`src/rtl/rtc_shadow_pkg.sv`:
```
package rtc_shadow_pkg;
  localparam int FREEZE_BIT = 0;
  localparam int WEN_BIT    = 1;
  localparam int OSCF_BIT   = 2;

  typedef struct packed {
    logic refresh;   // copy core bytes into shadow
    logic shadowWr;  // host write to one shadow byte
    logic flagsWr;   // host write to control byte
    logic commit;    // hand staged bytes to core
  } shadowStrobes_t;
endpackage

```
`src/rtl/rtcShadowCtrl.sv`:
```
module rtcShadowCtrl
  import rtc_shadow_pkg::*;
#(
  parameter int ADDR_W       = 4,
  parameter int TIME_REGS    = 8,
  parameter int COMMIT_DELAY = 4
) (
  input  logic              clk,
  input  logic              rstN,
  input  logic              hostWrEn,
  input  logic [ADDR_W-1:0] hostAddr,
  input  logic              wrWBit,
  input  logic              freezeQ,
  input  logic              wEnQ,
  output shadowStrobes_t    strobes,
  output logic              busy
);
  localparam int CNT_W = (COMMIT_DELAY < 2) ? 1 : $clog2(COMMIT_DELAY);
  localparam logic [CNT_W-1:0] LAST_CNT = CNT_W'(COMMIT_DELAY - 1);
  localparam logic [ADDR_W-1:0] TOP_ADDR = ADDR_W'(TIME_REGS);

  logic             busyQ;
  logic [CNT_W-1:0] cntQ;
  logic             flagsHit;
  logic             wFall;

  assign flagsHit = hostWrEn && (hostAddr == '0);
  assign wFall    = flagsHit && wEnQ && !wrWBit;

  always_ff @(posedge clk or negedge rstN) begin
    if (!rstN) begin
      busyQ <= 1'b0;
      cntQ  <= '0;
    end else if (wFall) begin
      busyQ <= 1'b1;
      cntQ  <= '0;
    end else if (busyQ) begin
      if (cntQ == LAST_CNT) begin
        busyQ <= 1'b0;
      end else begin
        cntQ <= cntQ + 1'b1;
      end
    end
  end

  always_comb begin
    strobes.flagsWr  = flagsHit;
    strobes.shadowWr = hostWrEn && wEnQ && (hostAddr != '0) && (hostAddr <= TOP_ADDR);
    strobes.commit   = busyQ && (cntQ == LAST_CNT);
    strobes.refresh  = !freezeQ && !wEnQ && !busyQ;
  end

  assign busy = busyQ;
endmodule

```
`src/rtl/rtcShadowData.sv`:
```
module rtcShadowData
  import rtc_shadow_pkg::*;
#(
  parameter int ADDR_W    = 4,
  parameter int DATA_W    = 8,
  parameter int TIME_REGS = 8
) (
  input  logic                          clk,
  input  logic                          rstN,
  input  shadowStrobes_t                strobes,
  input  logic [ADDR_W-1:0]             hostAddr,
  input  logic [DATA_W-1:0]             hostWrData,
  input  logic [TIME_REGS*DATA_W-1:0]   liveTime,
  input  logic                          oscFailEvt,
  output logic [DATA_W-1:0]             hostRdData,
  output logic [TIME_REGS*DATA_W-1:0]   loadValue,
  output logic [TIME_REGS*DATA_W-1:0]   baseTime,
  output logic                          freezeQ,
  output logic                          wEnQ,
  output logic                          oscFailQ
);
  logic [TIME_REGS-1:0][DATA_W-1:0] shadow;
  logic [TIME_REGS-1:0][DATA_W-1:0] liveBytes;
  logic unusedWrBits;

  assign liveBytes    = liveTime;
  assign unusedWrBits = ^hostWrData[DATA_W-1:OSCF_BIT+1];

  for (genvar i = 0; i < TIME_REGS; i++) begin : g_byte
    logic hit;
    assign hit = strobes.shadowWr && (hostAddr == ADDR_W'(i + 1));
    always_ff @(posedge clk or negedge rstN) begin
      if (!rstN) begin
        shadow[i] <= '0;
      end else if (strobes.refresh) begin
        shadow[i] <= liveBytes[i];
      end else if (hit) begin
        shadow[i] <= hostWrData;
      end
    end
  end

  always_ff @(posedge clk or negedge rstN) begin
    if (!rstN) begin
      freezeQ  <= 1'b0;
      wEnQ     <= 1'b0;
      oscFailQ <= 1'b0;
    end else begin
      if (strobes.flagsWr) begin
        freezeQ <= hostWrData[FREEZE_BIT];
        wEnQ    <= hostWrData[WEN_BIT];
      end
      if (oscFailEvt) begin
        oscFailQ <= 1'b1;
      end else if (strobes.flagsWr && wEnQ && !hostWrData[OSCF_BIT]) begin
        oscFailQ <= 1'b0;
      end
    end
  end

  always_ff @(posedge clk or negedge rstN) begin
    if (!rstN) begin
      baseTime <= '0;
    end else if (strobes.commit) begin
      baseTime <= shadow;
    end
  end

  assign loadValue = shadow;

  always_comb begin
    hostRdData = '0;
    if (hostAddr == '0) begin
      hostRdData[FREEZE_BIT] = freezeQ;
      hostRdData[WEN_BIT]    = wEnQ;
      hostRdData[OSCF_BIT]   = oscFailQ;
    end
    for (int i = 0; i < TIME_REGS; i++) begin
      if (hostAddr == ADDR_W'(i + 1)) hostRdData = shadow[i];
    end
  end
endmodule

```
`src/rtl/rtcShadowRegs.sv`:
```
module rtcShadowRegs
  import rtc_shadow_pkg::*;
#(
  parameter int ADDR_W       = 4,
  parameter int DATA_W       = 8,
  parameter int TIME_REGS    = 8,
  parameter int COMMIT_DELAY = 4
) (
  input  logic                        clk,
  input  logic                        rstN,
  input  logic                        hostWrEn,
  input  logic [ADDR_W-1:0]           hostAddr,
  input  logic [DATA_W-1:0]           hostWrData,
  output logic [DATA_W-1:0]           hostRdData,
  input  logic [TIME_REGS*DATA_W-1:0] liveTime,
  input  logic                        oscFailEvt,
  output logic                        loadStrobe,
  output logic [TIME_REGS*DATA_W-1:0] loadValue,
  output logic [TIME_REGS*DATA_W-1:0] baseTime,
  output logic                        busy
);
  shadowStrobes_t strobes;
  logic freezeQ;
  logic wEnQ;
  logic oscFailQ;

  rtcShadowCtrl #(
    .ADDR_W(ADDR_W), .TIME_REGS(TIME_REGS), .COMMIT_DELAY(COMMIT_DELAY)
  ) ctrl_i (
    .clk(clk), .rstN(rstN), .hostWrEn(hostWrEn), .hostAddr(hostAddr),
    .wrWBit(hostWrData[WEN_BIT]), .freezeQ(freezeQ), .wEnQ(wEnQ),
    .strobes(strobes), .busy(busy)
  );

  rtcShadowData #(
    .ADDR_W(ADDR_W), .DATA_W(DATA_W), .TIME_REGS(TIME_REGS)
  ) data_i (
    .clk(clk), .rstN(rstN), .strobes(strobes), .hostAddr(hostAddr),
    .hostWrData(hostWrData), .liveTime(liveTime), .oscFailEvt(oscFailEvt),
    .hostRdData(hostRdData), .loadValue(loadValue), .baseTime(baseTime),
    .freezeQ(freezeQ), .wEnQ(wEnQ), .oscFailQ(oscFailQ)
  );

  assign loadStrobe = strobes.commit;
endmodule

```
`config.mk`:
```
export PLATFORM = sky130hd
export DESIGN_NAME = rtcShadowRegs
export DESIGN_NICKNAME = d
export VERILOG_FILES = /design/src/rtl/rtc_shadow_pkg.sv /design/src/rtl/rtcShadowCtrl.sv /design/src/rtl/rtcShadowData.sv /design/src/rtl/rtcShadowRegs.sv
export SDC_FILE = /design/constraint.sdc
export NUM_CORES = 1
export LEC_CHECK = 0
export ABC_CLOCK_PERIOD_IN_PS = 2700
export BUFFER_PORTS_ARGS = -buffer_cell sky130_fd_sc_hd__buf_4
export CAP_MARGIN = 20
export CORE_MARGIN = 5
export CORE_UTILIZATION = 40
export CTS_CLUSTER_SIZE = 24
export DETAILED_ROUTE_END_ITERATION = 10
export GPL_ROUTABILITY_DRIVEN = 0
export PLACE_DENSITY = 0.62
export REMOVE_ABC_BUFFERS = 1
export SLEW_MARGIN = 0
export SYNTH_ARGS = -nofsm -noshare
export SYNTH_HDL_FRONTEND = slang
export SYNTH_SLANG_ARGS = --single-unit
```
`constraint.sdc`:
```
create_clock -name clk -period 2.7 [get_ports clk]
set_input_delay 0 -clock clk [delete_from_list [all_inputs] [get_ports clk]]
set_output_delay 0 -clock clk [all_outputs]
set_load 0.02 [all_outputs]
```
==> results.sh, run 1 <==
export IMPL_worstMarginPinSlew_ns=0.865
export IMPL_vias=5796
export IMPL_final_cell_mix="buf_4 (218), dfrtp_1 (134), dlygate4sd3_1 (134), nor2_1 (72), a21oi_1 (72)"
export IMPL_clkTransAtPathRegs_ns=0.06
export IMPL_wirelength_mm=21.5
export IMPL_synth_edf_count=0
export IMPL_routed_wl_met3_mm=1.73
export IMPL_ys_seq_area_frac=0.527
export IMPL_start_util=0.404
export IMPL_h_tree_depth=4
export IMPL_rsz0062_at_grt="false"
export IMPL_hold_class="input port to asynchronous set/reset pin"
export IMPL_clock_skew_ns=0.00515
export IMPL_final_setup_tns_ns=0
export IMPL_nNetsFinal=984
export IMPL_grtUsageTotal=0.235
export IMPL_grt_pass1_wl_mm=33.5
export IMPL_fin_crit_sh=0.933
export IMPL_cp_slowest_cell="nor2b_2"
export IMPL_rows=46
export IMPL_path_cells="and4bb_1, nor2b_2, mux2i_1, a21oi_1, dlygate4sd3_1"
export IMPL_antenna_found_initial=0
export IMPL_arrival_ns=2.82
export IMPL_critPathKind="register to register"
export IMPL_synth_xor_area_frac=0.00138
export IMPL_clock_latency_ns=0.42
export IMPL_route_detailed_drc=0
export IMPL_async_reset_ff_frac=1.00
export IMPL_cts_buffers=17
export IMPL_drv_slew=0
export IMPL_final_common_cell="buf_4"
export IMPL_finalSetupViolCount=0
export IMPL_routedWlPerCell_um=19.0
export IMPL_antenna_left=0
export IMPL_r2r_start="data_i.wEnQ"
export IMPL_synth_top_family_by_area="multiplexers"
export IMPL_drv_cap=0
export IMPL_synth_flop_cell="dfrtp_1"
export IMPL_clkSinkCount=134
export IMPL_synth_cells=572
export IMPL_core_um2=15800
export IMPL_cts_root_buffer="clkbuf_16"
export IMPL_startpoint_type="register"
export IMPL_p_total_mw=8.49
export IMPL_critical_path_max_stage_delay_ns=0.74
export IMPL_crit_start="data_i.wEnQ"
export IMPL_powerDensity_nw_per_um2=843
export IMPL_area_growth_syn_to_layout_pct=58.2
export IMPL_hold_viol_final=0
export IMPL_rr_worst_depth=5
export IMPL_cts_tree="yes"
export IMPL_rrSetupSlack_ns=0.18
export IMPL_grt_overflow=0
export IMPL_routed_via_density=5.12
export IMPL_die_h_um=136
export IMPL_layout_drive_gt1_share=0.362
export IMPL_top_layer="met4"
export IMPL_num_fill_cells=1304
export IMPL_worstReg2RegEnd="data_i.loadValue[21]"
export IMPL_met1_length_mm=8.88
export IMPL_ys_warnings_count=0
export IMPL_die_w_um=136
export IMPL_total_leakage_power_nw=4.57
export IMPL_critPathCaptureType="register"
export IMPL_n_antenna_cell=0
export IMPL_dr_wl_met2_mm=10.5
export IMPL_drt_pass1_iter_count=5
export IMPL_vdd_drop_max_uv=490
export IMPL_muxShareOfSynthArea=0.236
export IMPL_relSlewSlack=0.420
export IMPL_synth_cell_type_count=41
export IMPL_ioPinCount=218
export IMPL_synthSimpleGateAreaFrac=0.0920
export IMPL_fmax_mhz=397
export IMPL_synth_compound_area_share=0.107
export IMPL_die_area_um2=18500
export IMPL_worstPathMaxFanout=8
export IMPL_synth_cell_area_um2=6370
export IMPL_grt_max_degree=87
export IMPL_synth_seq_cells=134
export IMPL_synth_fa_ha_area_frac=0.00197
export IMPL_cp_required_ns=3.00
export IMPL_syn_area_per_cell_um2=11.1
export IMPL_clockBufferDepth=2
export IMPL_fin_crit_ns=2.52
export IMPL_instances_no_fill=1131
export IMPL_postCtsSetupRepairBufs=0
export IMPL_portBuffers=217
export IMPL_outcome="completed"
export IMPL_dp_cells=966
export IMPL_dp_hpwl_mm=14.7
export IMPL_crit_path_end="data_i.loadValue[21]"
export IMPL_drt_iter0_markers=256
export IMPL_grt_pass1_vias=6228
-- layout make-up --
type	instances	area, um^2	share of cell area
multi-input cells	388	2810	0.279
inverters	6	22.5	0.00224
well taps	216	270	0.0268
repair buffers	356	3050	0.303
flip-flops and latches	134	3350	0.333
clock buffers	22	464	0.0461
clock inverters	9	103	0.0102
-- worst max-delay path: cells and delay by family, from the launching register on --
kind                   cells  cell delay, ns
AO/OA/AOI/OAI              1            0.08
buffers and inverters      1            0.60
flip-flops                 1            0.43
multiplexers               1            0.26
AND/OR/NAND/NOR            2            1.03
-- worst min-delay path by stage --
stage / start / endpoint / slack (ns) / cells after the start
floorplan: rstN / ctrl_i.busy / -0.30 / 0
global placement: rstN / data_i.baseTime[22] / 0.10 / 1
detailed placement: rstN / data_i.baseTime[38] / 0.12 / 1
CTS: hostAddr[3] / data_i.wEnQ / 0.18 / 4
global route: hostAddr[3] / data_i.wEnQ / 0.24 / 4
finish: rstN / data_i.baseTime[38] / 0.21 / 2
-- cells in the mapped netlist, types with 3 or more instances --
library cell / n / area, um^2
nor2_1: 72 / 270
a222oi_1: 3 / 30.0
buf_2: 16 / 80.1
o221ai_1: 3 / 26.3
o22ai_1: 6 / 37.5
inv_1: 6 / 22.5
a21oi_1: 72 / 360
nand3_1: 4 / 20.0
clkbuf_1: 23 / 86.3
nor2b_1: 5 / 31.3
a21o_1: 3 / 22.5
o31ai_1: 3 / 22.5
nor3_1: 3 / 15.0
dfrtp_1: 134 / 3350
o21ai_0: 15 / 75.1
a2bb2oi_1: 4 / 35.0
mux2i_1: 70 / 701
nand2b_1: 6 / 37.5
mux2_2: 71 / 800
nand2_1: 22 / 82.6
-- timing repair --
action | CTS | global route
hold buffers | 134 | 0
resized for setup | 0 | 0
hold endpoints to repair | 155 | 0
-- power by group --
group	switching, mW	total [mW]	internal (mW)	leakage (nW)
Clock	0.868	2.26	1.40	0.283
Sequential	0.582	3.04	2.46	1.52
Combinational	1.54	3.19	1.65	2.77
-- per-stage QoR --
stage / hold WS (ns) / utilization / setup WS, ns / area (um^2)
2_1_floorplan: -0.296 / - / -0.197 / 6170
3_3_place_gp: 0.105 / 0.518 / 0.783 / 8160
3_5_place_dp: 0.118 / 0.518 / 0.750 / 8160
4_1_cts: 0.183 / 0.639 / 0.201 / 10100
5_1_grt: 0.244 / 0.639 / 0.0677 / 10100
6_report: 0.206 / 0.639 / 0.181 / 10100
-- kinds of logic after synthesis --
kind of cell / count (synthesis)
XOR/XNOR: 1
multiplexers: 141
flip-flops: 134
adder cells (fa/ha/maj): 1
AO/OA/AOI/OAI: 118
AND/OR/NAND/NOR: 127
buffers and inverters: 50
-- routing by layer --
layer  vias to the layer above  GRT usage
met2                       217      0.397
met1                      2854      0.291
li1                       2691          -
met3                        34     0.0655
met4                         0     0.0767
met5                         -          0
-- sequential cells by signal (all words and copies together), names as in the netlist --
name	count
ctrl_i.busy	1
ctrl_i.cntQ	2
data_i.baseTime	64
data_i.freezeQ	1
data_i.loadValue	64
data_i.oscFailQ	1
data_i.wEnQ	1
(Power assumes the default switching activity.)
==> inputs of run 2 (changes only) <==
- BUFFER_PORTS_ARGS: -buffer_cell sky130_fd_sc_hd__buf_4 -> default
- DONT_BUFFER_PORTS: default -> 1
- PLACE_DENSITY: 0.62 -> 0.5
==> run 2 against run 1 <==
Compared with the run above: largest power group is now registers; non-clock buffer count is 227 lower; the run now ends with hold timing left; critical path type unchanged; count of clock-buffer cells in the layout stayed put; clock power is 5% lower.
==> results.sh, run 2 (synthesis results as in run 1) <==
export IMPL_power_frac_seq=0.490
export IMPL_postCtsSetupRepairBufs=0
export IMPL_startpoint_type="register"
export IMPL_h_tree_depth=4
export IMPL_worstPathMaxFanout=6
export IMPL_p_int_mw=4.67
export IMPL_clockBufferDepth=2
export IMPL_drt_iter0_markers=261
export IMPL_clkSinkCount=134
export IMPL_antenna_left=0
export IMPL_layout_drive_gt1_share=0.170
export IMPL_start_util=0.404
export IMPL_outcome="complete, but fails checks"
export IMPL_violations="hold timing"
export IMPL_portBuffers=0
export IMPL_dp_hpwl_mm=13.2
export IMPL_clkTransAtPathRegs_ns=0.05
export IMPL_cp_required_ns=2.99
export IMPL_fin_crit_sh=0.874
export IMPL_worstMarginPinSlew_ns=0.899
export IMPL_area_growth_syn_to_layout_pct=30.1
export IMPL_total_leakage_power_nw=3.47
export IMPL_switching_share=0.362
export IMPL_die_w_um=136
export IMPL_finalSetupViolCount=0
export IMPL_ioPinCount=218
export IMPL_placed_area_um2=6530
export IMPL_power_switching_mw=2.64
export IMPL_fin_crit_ns=2.36
export IMPL_drt_pass1_iter_count=5
export IMPL_final_common_cell="dfrtp_1"
export IMPL_grt_overflow=0
export IMPL_routed_via_density=5.35
export IMPL_core_um2=15800
export IMPL_hold_viol_final=134
export IMPL_vdd_drop_max_uv=423
export IMPL_hold_class="input port to asynchronous set/reset pin"
export IMPL_grt_pass1_vias=5145
export IMPL_holdWs_ns=-0.714
export IMPL_final_cell_area_um2=8290
export IMPL_final_cell_mix="dfrtp_1 (134), dlygate4sd3_1 (121), nor2_1 (72), a21oi_1 (72), mux2_2 (71)"
export IMPL_fmax_mhz=424
export IMPL_rows=46
export IMPL_powerDensity_nw_per_um2=882
export IMPL_final_util=0.525
export IMPL_cts_tree="yes"
export IMPL_vias=4840
export IMPL_relSlewSlack=0.400
export IMPL_power_frac_comb=0.218
export IMPL_nNetsFinal=757
export IMPL_die_area_um2=18500
export IMPL_wirelength_mm=19.8
export IMPL_arrival_ns=2.65
export IMPL_cts_buffers=17
export IMPL_grt_max_degree=135
export IMPL_grtUsageTotal=0.215
export IMPL_clock_latency_ns=0.41
export IMPL_cts_root_buffer="clkbuf_16"
export IMPL_grt_pass1_wl_mm=30.2
export IMPL_cts_resized=0
export IMPL_p_clk_frac=0.292
export IMPL_antenna_found_initial=1
export IMPL_route_detailed_drc=0
export IMPL_routedWlPerCell_um=21.9
export IMPL_p_total_mw=7.31
export IMPL_drv_slew=0
export IMPL_drv_cap=0
export IMPL_critPathKind="register to register"
export IMPL_rsz0062_at_grt="false"
export IMPL_holdBufCountCts=121
export IMPL_die_h_um=136
export IMPL_clock_skew_ns=0.00611
export IMPL_critPathCaptureType="register"
[run 2: cell types whose count changed in the layout (fill, tap and decap cells not counted)]
cell           delta
buf_6             -1
clkinvlp_4        +2
diode_2           +1
bufinv_16         -1
buf_4           -211
clkinv_4          -1
buf_12            -2
dlygate4sd3_1    -13
[run 2: final timing paths]
check,start,end,slack (ns),cells past startpoint
setup / recovery,data_i.wEnQ,data_i.loadValue[44],0.34,6
hold / removal,rstN,data_i.baseTime[13],-0.71,0
setup reg to reg,data_i.wEnQ,data_i.loadValue[44],0.34,6
hold reg to reg,data_i.freezeQ,data_i.freezeQ,0.56,1
max in group asynchronous,rstN,data_i.loadValue[27],3.19,0
min in group clk,hostAddr[0],ctrl_i.cntQ[0],0.02,4
[run 2: power by group through the flow]
stage	sequential (mW)	combinational, mW	clock (mW)
after floorplan	3.38	0.893	0
after global routing	3.67	1.76	2.28
after CTS	3.59	1.58	2.19
after detailed placement	3.63	1.08	0
after global placement	3.61	1.05	0
final	3.58	1.59	2.14
[run 2: stage by stage]
stage	hold slack, ns	setup WS (ns)	std cells	TNS [ns]
finish	-0.714	0.339	905	0
global route	-0.742	0.195	905	0
detailed placement	-0.291	0.829	752	0
global placement	-0.291	0.865	752	0
floorplan	-0.296	-0.197	528	-12.62
CTS	-0.733	0.347	904	0
[run 2: layer usage]
layer | global-route usage | vias up | part of all wire
met2 | 0.348 | 171 | 0.48
met5 | 0 | - | 0
met1 | 0.275 | 2418 | 0.43
li1 | - | 2236 | -
met3 | 0.0744 | 15 | 0.079
met4 | 0.0577 | 0 | 0.013
[run 2: area by class of cell]
| class | count | area, um^2 |
|---|---|---|
| flip-flops and latches | 134 | 3350 |
| inverters | 6 | 22.5 |
| clock buffers | 22 | 464 |
| clock inverters | 9 | 78.8 |
| well taps | 216 | 270 |
| repair buffers | 129 | 1280 |
| multi-input cells | 388 | 2810 |
| fillers | 1485 | 7480 |
| diodes | 1 | 2.50 |
[run 2: critical path, stage by stage (launching register included)]
cell           delay, ns
dfrtp_1             0.41
nand4b_1            0.22
nor3b_2             0.51
buf_4               0.25
mux2i_1             0.20
a21oi_1             0.08
dlygate4sd3_1       0.56
